**config.mk**
```make
export PLATFORM = sky130hd
export DESIGN_NAME = tw_reg_master
export DESIGN_NICKNAME = d
export VERILOG_FILES = /design/src/rtl/tw_pkg.sv /design/src/rtl/tw_unit_timer.sv /design/src/rtl/tw_seq.sv /design/src/rtl/tw_reg_master.sv
export SDC_FILE = /design/constraint.sdc
export NUM_CORES = 1
export LEC_CHECK = 0
export CAP_MARGIN = 25
export CORE_UTILIZATION = 37
export DETAILED_ROUTE_END_ITERATION = 8
export DONT_BUFFER_PORTS = 1
export PLACE_DENSITY = 0.56
export SKIP_CTS_REPAIR_TIMING = 1
export SYNTH_ARGS = -nofsm -noshare
export SYNTH_HDL_FRONTEND = slang
export SYNTH_HIERARCHICAL = 1
export SYNTH_SLANG_ARGS = --single-unit
```
**constraint.sdc**
```tcl
create_clock -name clk -period 3.54 [get_ports clk]
set_input_delay 0.354 -clock clk [delete_from_list [all_inputs] [get_ports clk]]
set_output_delay 0.354 -clock clk [all_outputs]
set_load 0.005 [all_outputs]
```
**src/rtl/tw_pkg.sv**
```systemverilog
package tw_pkg;
   typedef enum logic [2:0] {
      ST_IDLE,
      ST_SETUP,
      ST_ABIT,
      ST_GAP,
      ST_WBIT,
      ST_RBIT,
      ST_TAIL
   } tw_state_t;
endpackage

```
**src/rtl/tw_unit_timer.sv**
```systemverilog
module tw_unit_timer #(
   parameter int UNIT_CYC = 4
) (
   input  logic clk,
   input  logic rst_n,
   input  logic run,
   output logic unit_end
);
   localparam int CNT_W = (UNIT_CYC > 1) ? $clog2(UNIT_CYC) : 1;
   localparam logic [CNT_W-1:0] LAST = CNT_W'(UNIT_CYC - 1);

   generate
      if (UNIT_CYC < 1) begin : g_bad_unit
         $error("tw_unit_timer: UNIT_CYC must be at least 1");
      end
      if (UNIT_CYC == 1) begin : g_single
         assign unit_end = run;
      end else begin : g_count
         logic [CNT_W-1:0] cnt;
         always_ff @(posedge clk) begin
            if (!rst_n || !run) begin
               cnt <= '0;
            end else if (cnt == LAST) begin
               cnt <= '0;
            end else begin
               cnt <= cnt + 1'b1;
            end
         end
         assign unit_end = run && (cnt == LAST);
      end
   endgenerate
endmodule

```
**src/rtl/tw_seq.sv**
```systemverilog
module tw_seq
   import tw_pkg::*;
#(
   parameter int ADDR_W = 7,
   parameter int DATA_W = 8
) (
   input  logic              clk,
   input  logic              rst_n,
   input  logic              unit_end,
   input  logic              req_start,
   input  logic              req_write,
   input  logic [ADDR_W-1:0] req_addr,
   input  logic [DATA_W-1:0] req_wdata,
   input  logic              line_sdi,
   output logic              busy,
   output logic              line_ce,
   output logic              line_sclk,
   output logic              line_sdo,
   output logic              line_sdo_oe,
   output logic [DATA_W-1:0] rsp_rdata,
   output logic              rsp_done
);
   localparam int HDR_W = ADDR_W + 1;
   localparam int TX_W  = (HDR_W > DATA_W) ? HDR_W : DATA_W;
   localparam int MAXB  = TX_W;
   localparam int BIT_W = $clog2(MAXB);
   localparam logic [BIT_W-1:0] HDR_LAST  = BIT_W'(HDR_W - 1);
   localparam logic [BIT_W-1:0] DATA_LAST = BIT_W'(DATA_W - 1);

   tw_state_t         state;
   logic [1:0]        ph;
   logic [BIT_W-1:0]  bitn;
   logic [TX_W-1:0]   tx;
   logic [DATA_W-1:0] rx;
   logic [DATA_W-1:0] wd;
   logic              is_wr;

   always_ff @(posedge clk) begin
      if (!rst_n) begin
         state     <= ST_IDLE;
         ph        <= '0;
         bitn      <= '0;
         tx        <= '0;
         rx        <= '0;
         wd        <= '0;
         is_wr     <= 1'b0;
         rsp_rdata <= '0;
         rsp_done  <= 1'b0;
      end else begin
         rsp_done <= 1'b0;
         unique case (state)
            ST_IDLE: begin
               if (req_start) begin
                  state <= ST_SETUP;
                  tx    <= TX_W'({req_write, req_addr}) << (TX_W - HDR_W);
                  wd    <= req_wdata;
                  is_wr <= req_write;
                  ph    <= '0;
                  bitn  <= '0;
               end
            end
            ST_SETUP: if (unit_end) state <= ST_ABIT;
            ST_GAP:   if (unit_end) state <= ST_WBIT;
            ST_ABIT, ST_WBIT: begin
               if (unit_end) begin
                  if (ph == 2'd2) begin
                     ph <= '0;
                     tx <= tx << 1;
                     if (state == ST_ABIT && bitn == HDR_LAST) begin
                        bitn <= '0;
                        if (is_wr) begin
                           state <= ST_GAP;
                           tx    <= TX_W'(wd) << (TX_W - DATA_W);
                        end else begin
                           state <= ST_RBIT;
                        end
                     end else if (state == ST_WBIT && bitn == DATA_LAST) begin
                        bitn  <= '0;
                        state <= ST_TAIL;
                     end else begin
                        bitn <= bitn + 1'b1;
                     end
                  end else begin
                     ph <= ph + 1'b1;
                  end
               end
            end
            ST_RBIT: begin
               if (unit_end) begin
                  if (ph == 2'd1) begin
                     ph <= '0;
                     rx <= {rx[DATA_W-2:0], line_sdi};
                     if (bitn == DATA_LAST) begin
                        bitn  <= '0;
                        state <= ST_TAIL;
                     end else begin
                        bitn <= bitn + 1'b1;
                     end
                  end else begin
                     ph <= 2'd1;
                  end
               end
            end
            ST_TAIL: begin
               if (unit_end) begin
                  state    <= ST_IDLE;
                  rsp_done <= 1'b1;
                  if (!is_wr) rsp_rdata <= rx;
               end
            end
            default: state <= ST_IDLE;
         endcase
      end
   end

   always_comb begin
      busy        = (state != ST_IDLE);
      line_ce     = (state != ST_IDLE) && (state != ST_TAIL);
      line_sclk   = (((state == ST_ABIT) || (state == ST_WBIT)) && (ph == 2'd1))
                 || ((state == ST_RBIT) && (ph == 2'd0));
      line_sdo    = ((state == ST_ABIT) || (state == ST_WBIT) || (state == ST_GAP))
                    ? tx[TX_W-1] : 1'b0;
      line_sdo_oe = (state != ST_IDLE) && (state != ST_RBIT);
   end
endmodule

```
**src/rtl/tw_reg_master.sv**
```systemverilog
module tw_reg_master #(
   parameter int UNIT_CYC = 4,
   parameter int ADDR_W   = 7,
   parameter int DATA_W   = 8
) (
   input  logic              clk,
   input  logic              rst_n,
   input  logic              req_start,
   input  logic              req_write,
   input  logic [ADDR_W-1:0] req_addr,
   input  logic [DATA_W-1:0] req_wdata,
   output logic [DATA_W-1:0] rsp_rdata,
   output logic              rsp_done,
   output logic              line_ce,
   output logic              line_sclk,
   output logic              line_sdo,
   output logic              line_sdo_oe,
   input  logic              line_sdi
);
   generate
      if (ADDR_W < 1 || DATA_W < 2) begin : g_bad_width
         $error("tw_reg_master: ADDR_W must be >= 1 and DATA_W >= 2");
      end
   endgenerate

   logic unit_end;
   logic busy;

   tw_unit_timer #(.UNIT_CYC(UNIT_CYC)) u_timer (
      .clk      (clk),
      .rst_n    (rst_n),
      .run      (busy),
      .unit_end (unit_end)
   );

   tw_seq #(.ADDR_W(ADDR_W), .DATA_W(DATA_W)) u_seq (
      .clk         (clk),
      .rst_n       (rst_n),
      .unit_end    (unit_end),
      .req_start   (req_start),
      .req_write   (req_write),
      .req_addr    (req_addr),
      .req_wdata   (req_wdata),
      .line_sdi    (line_sdi),
      .busy        (busy),
      .line_ce     (line_ce),
      .line_sclk   (line_sclk),
      .line_sdo    (line_sdo),
      .line_sdo_oe (line_sdo_oe),
      .rsp_rdata   (rsp_rdata),
      .rsp_done    (rsp_done)
   );
endmodule

```
==> summary.txt <==
Run status
  • Status: finished, final reports clean

Drt
  • Via count: 1744
  • Routed WL: 4810 microns
  • Avg WL per Cell: 14.9 microns
  • Post-route ant nets: 0
  • Initial DRC count: 78
  • Initial DRT Pass Iterations: 4
  • Residual DRC: 0
  • Vias per Instance: 5.38

Global routing
  • First-pass GRT wire length: 7910 microns
  • Largest net degree at the start of global routing: 34
  • Vias in the first global route: 1644
  • Initial antenna violation count: 0
  • Total GRT Usage: 0.159
  • GR Overflow Total: 0

Timing
  • Fin. max-slew vios: 0
  • Max Fclk: 374 MHz
  • Final worst setup slack: 0.864 ns
  • Setup violators final: 0
  • Clk_skew: 0.00966 ns
  • Setup TNS: 0 ns
  • Final Cycle Share: 0.756
  • Slew @ Worst Pin: 0.886 ns
  • RSZ-0062 raised after global routing: false
  • Slew margin rel.: 0.407
  • Clock period minus worst slack: 2.68 ns
  • Hold Vio Cnt, Final: 0

Logic synthesis
  • Ys Warns: 6
  • Post-synth top area share: 0.393
  • Syn Nets: 283
  • Unique cell type count in the Yosys netlist: 55
  • EDFF count, synth: 0
  • Avg Inst Size Synth: 8.69 sq um
  • Top_reg_cell synth: dfxtp_1
  • Synth area leader: dfxtp_1
  • Synth Instances: 258
  • Async set or reset register ratio after synthesis: 0
  • Synth area leaders: dfxtp_1, mux2i_1, nand2_1, a21oi_1, nor2_1
  • Post-Syn Area: 2240 sq um
  • Register area share after synthesis: 0.393
  • #FFs+latches synth: 44

Setup path
  • Most frequent CP cell: nor2_1
  • Required @ worst endpoint: 3.19 ns
  • Critical path class: reg2out
  • Worst R2R Start: u_seq/state[2]
  • CP Capture Type: output pin
  • Worst-path cell chain: xnor2_1 > nor2_1 > a21oi_1 > nor2_1
  • Critical Path AT: 2.32 ns
  • CP max stage delay: 0.78 ns
  • Top Family by Delay on Critical Path: simple AND/OR/NAND/NOR gates
  • Worst setup SP type: register
  • Worst Path Max Fanout: 21
  • Critical path launch point: u_seq/state[2]
  • CP Buf/Inv Count: 0
  • Slowest-stage cell, CP: dfxtp_1

Power and ir drop
  • Pwr Density: 642 nW/um^2
  • Max VDD drop: 0.292 mV
  • Leakage: 0.937 nW

Final layout
  • Syn-to-layout area delta: 7.20%
  • Layout net count: 277
  • Util after Layout: 0.423
  • Diode count: 0
  • Most frequent cells in the layout: dfxtp_1, nand2_1, nor2_1
  • Most common library cell in the layout ignoring fill and taps: dfxtp_1
  • Share of layout cells above drive strength 1: 0.115

Floorplanning
  • Core area: 5680 sq um
  • # rows: 27
  • Die area: 6370 sq um
  • I/O pin cnt: 33
  • Initial Utilization: 0.395
  • Die Wd: 79.8 microns
  • Die Ht: 79.8 microns

Min path
  • Min-Delay Startpoint: rst_n
  • Worst Hold Class: in2reg

Clock tree
  • Worst skew pair latency: 0.29 ns
  • Clock Sinks: 44
  • TritonCTS Buffers: 5
  • Htree depth: 2
  • CTS tree: yes
  • Clock buffer depth: 2
  • Clk slew on worst S/H paths: 0.08 ns
  • Clk root buf: clkbuf_8

Place
  • Worst slack, placed: 1.09 ns
  • Gpl congestion: 0.789
  • I/O Buffers: 0
  • Detailed Place HPWL: 3410 microns

Run
  • Max_cap viols: 0
per-layer routing:
metal / vias to the layer above / track usage / share of wire
li1: 917 / - / -
met3: 4 / 0.0469 / 0.058
met5: - / 0 / 0
met1: 792 / 0.218 / 0.51
met2: 31 / 0.233 / 0.42
met4: 0 / 0.0589 / 0.0066
cells by family after synthesis:
kind of cell / after synthesis / share of synthesized area
simple gates: 108 / 0.255
compound gates: 57 / 0.179
fa+ha+maj: 5 / 0.0279
mux: 20 / 0.0899
xor+xnor: 2 / 0.00782
flops: 44 / 0.393
buf+inv: 22 / 0.0475
flip-flops by register name (all words and copies together), names as in the netlist:
register and cells:
u_seq/rsp_rdata 8, u_seq/rx 8, u_seq/tx 8, u_seq/wd 8, u_seq/bitn 3, u_seq/state 3
u_seq/ph 2, u_timer/g_count.cnt 2, u_seq/is_wr 1, u_seq/rsp_done 1
worst paths after layout:
kind,to,slack (ns),depth (start not counted)
setup / recovery,line_sclk,0.86,4
hold reg to reg,u_seq/wd[1],0.46,2
hold / removal,u_seq/state[1],0.19,1
setup reg to reg,u_seq/rx[3],1.07,6
cell type report:
type,instances,area [sq um]
Clock inverter,2,60.1
Inverter,5,18.8
Timing Repair Buffer,4,30.0
Multi-Input combinational cell,192,1250
Fill cell,604,3270
Tap cell,72,90.1
Sequential cell,44,881
Clock buffer,5,68.8
power breakdown:
| group | switching (W) | internal (W) | total [W] |
|---|---|---|---|
| Sequential | 0.0000549 | 0.000564 | 0.000619 |
| Combinational | 0.000287 | 0.000192 | 0.000479 |
| Clock | 0.000167 | 0.000278 | 0.000445 |
metrics by stage:
| stage | total power [W] | instances | hold slack [ns] | instance area (sq um) |
|---|---|---|---|---|
| finish | 0.00154 | 324 | 0.185 | 2400 |
| global route | 0.00165 | 324 | 0.176 | 2400 |
| CTS | 0.00156 | 324 | 0.174 | 2400 |
| detailed placement | 0.00111 | 317 | 0.449 | 2270 |
| global placement | 0.00111 | 317 | 0.441 | 2270 |
| floorplan | 0.00102 | 258 | 0.434 | 2240 |
cell usage after synthesis (2+ instances only):
library cell / n
clkbuf_1: 7
o21a_1: 2
buf_4: 2
and4_1: 2
a21oi_1: 18
or2_2: 8
nor2_1: 23
o21ai_0: 11
nand2b_1: 3
buf_2: 6
nand3_1: 17
inv_1: 5
a211oi_1: 2
mux2i_1: 19
or3_1: 2
and2_1: 2
a21o_1: 3
dfxtp_1: 44
a32o_1: 7
nand2_1: 26
nor3b_1: 3
nor2b_1: 5
nor3_1: 4
ha_1: 5
nand4_1: 2
No activity file was read; power rests on OpenSTA's default activity.
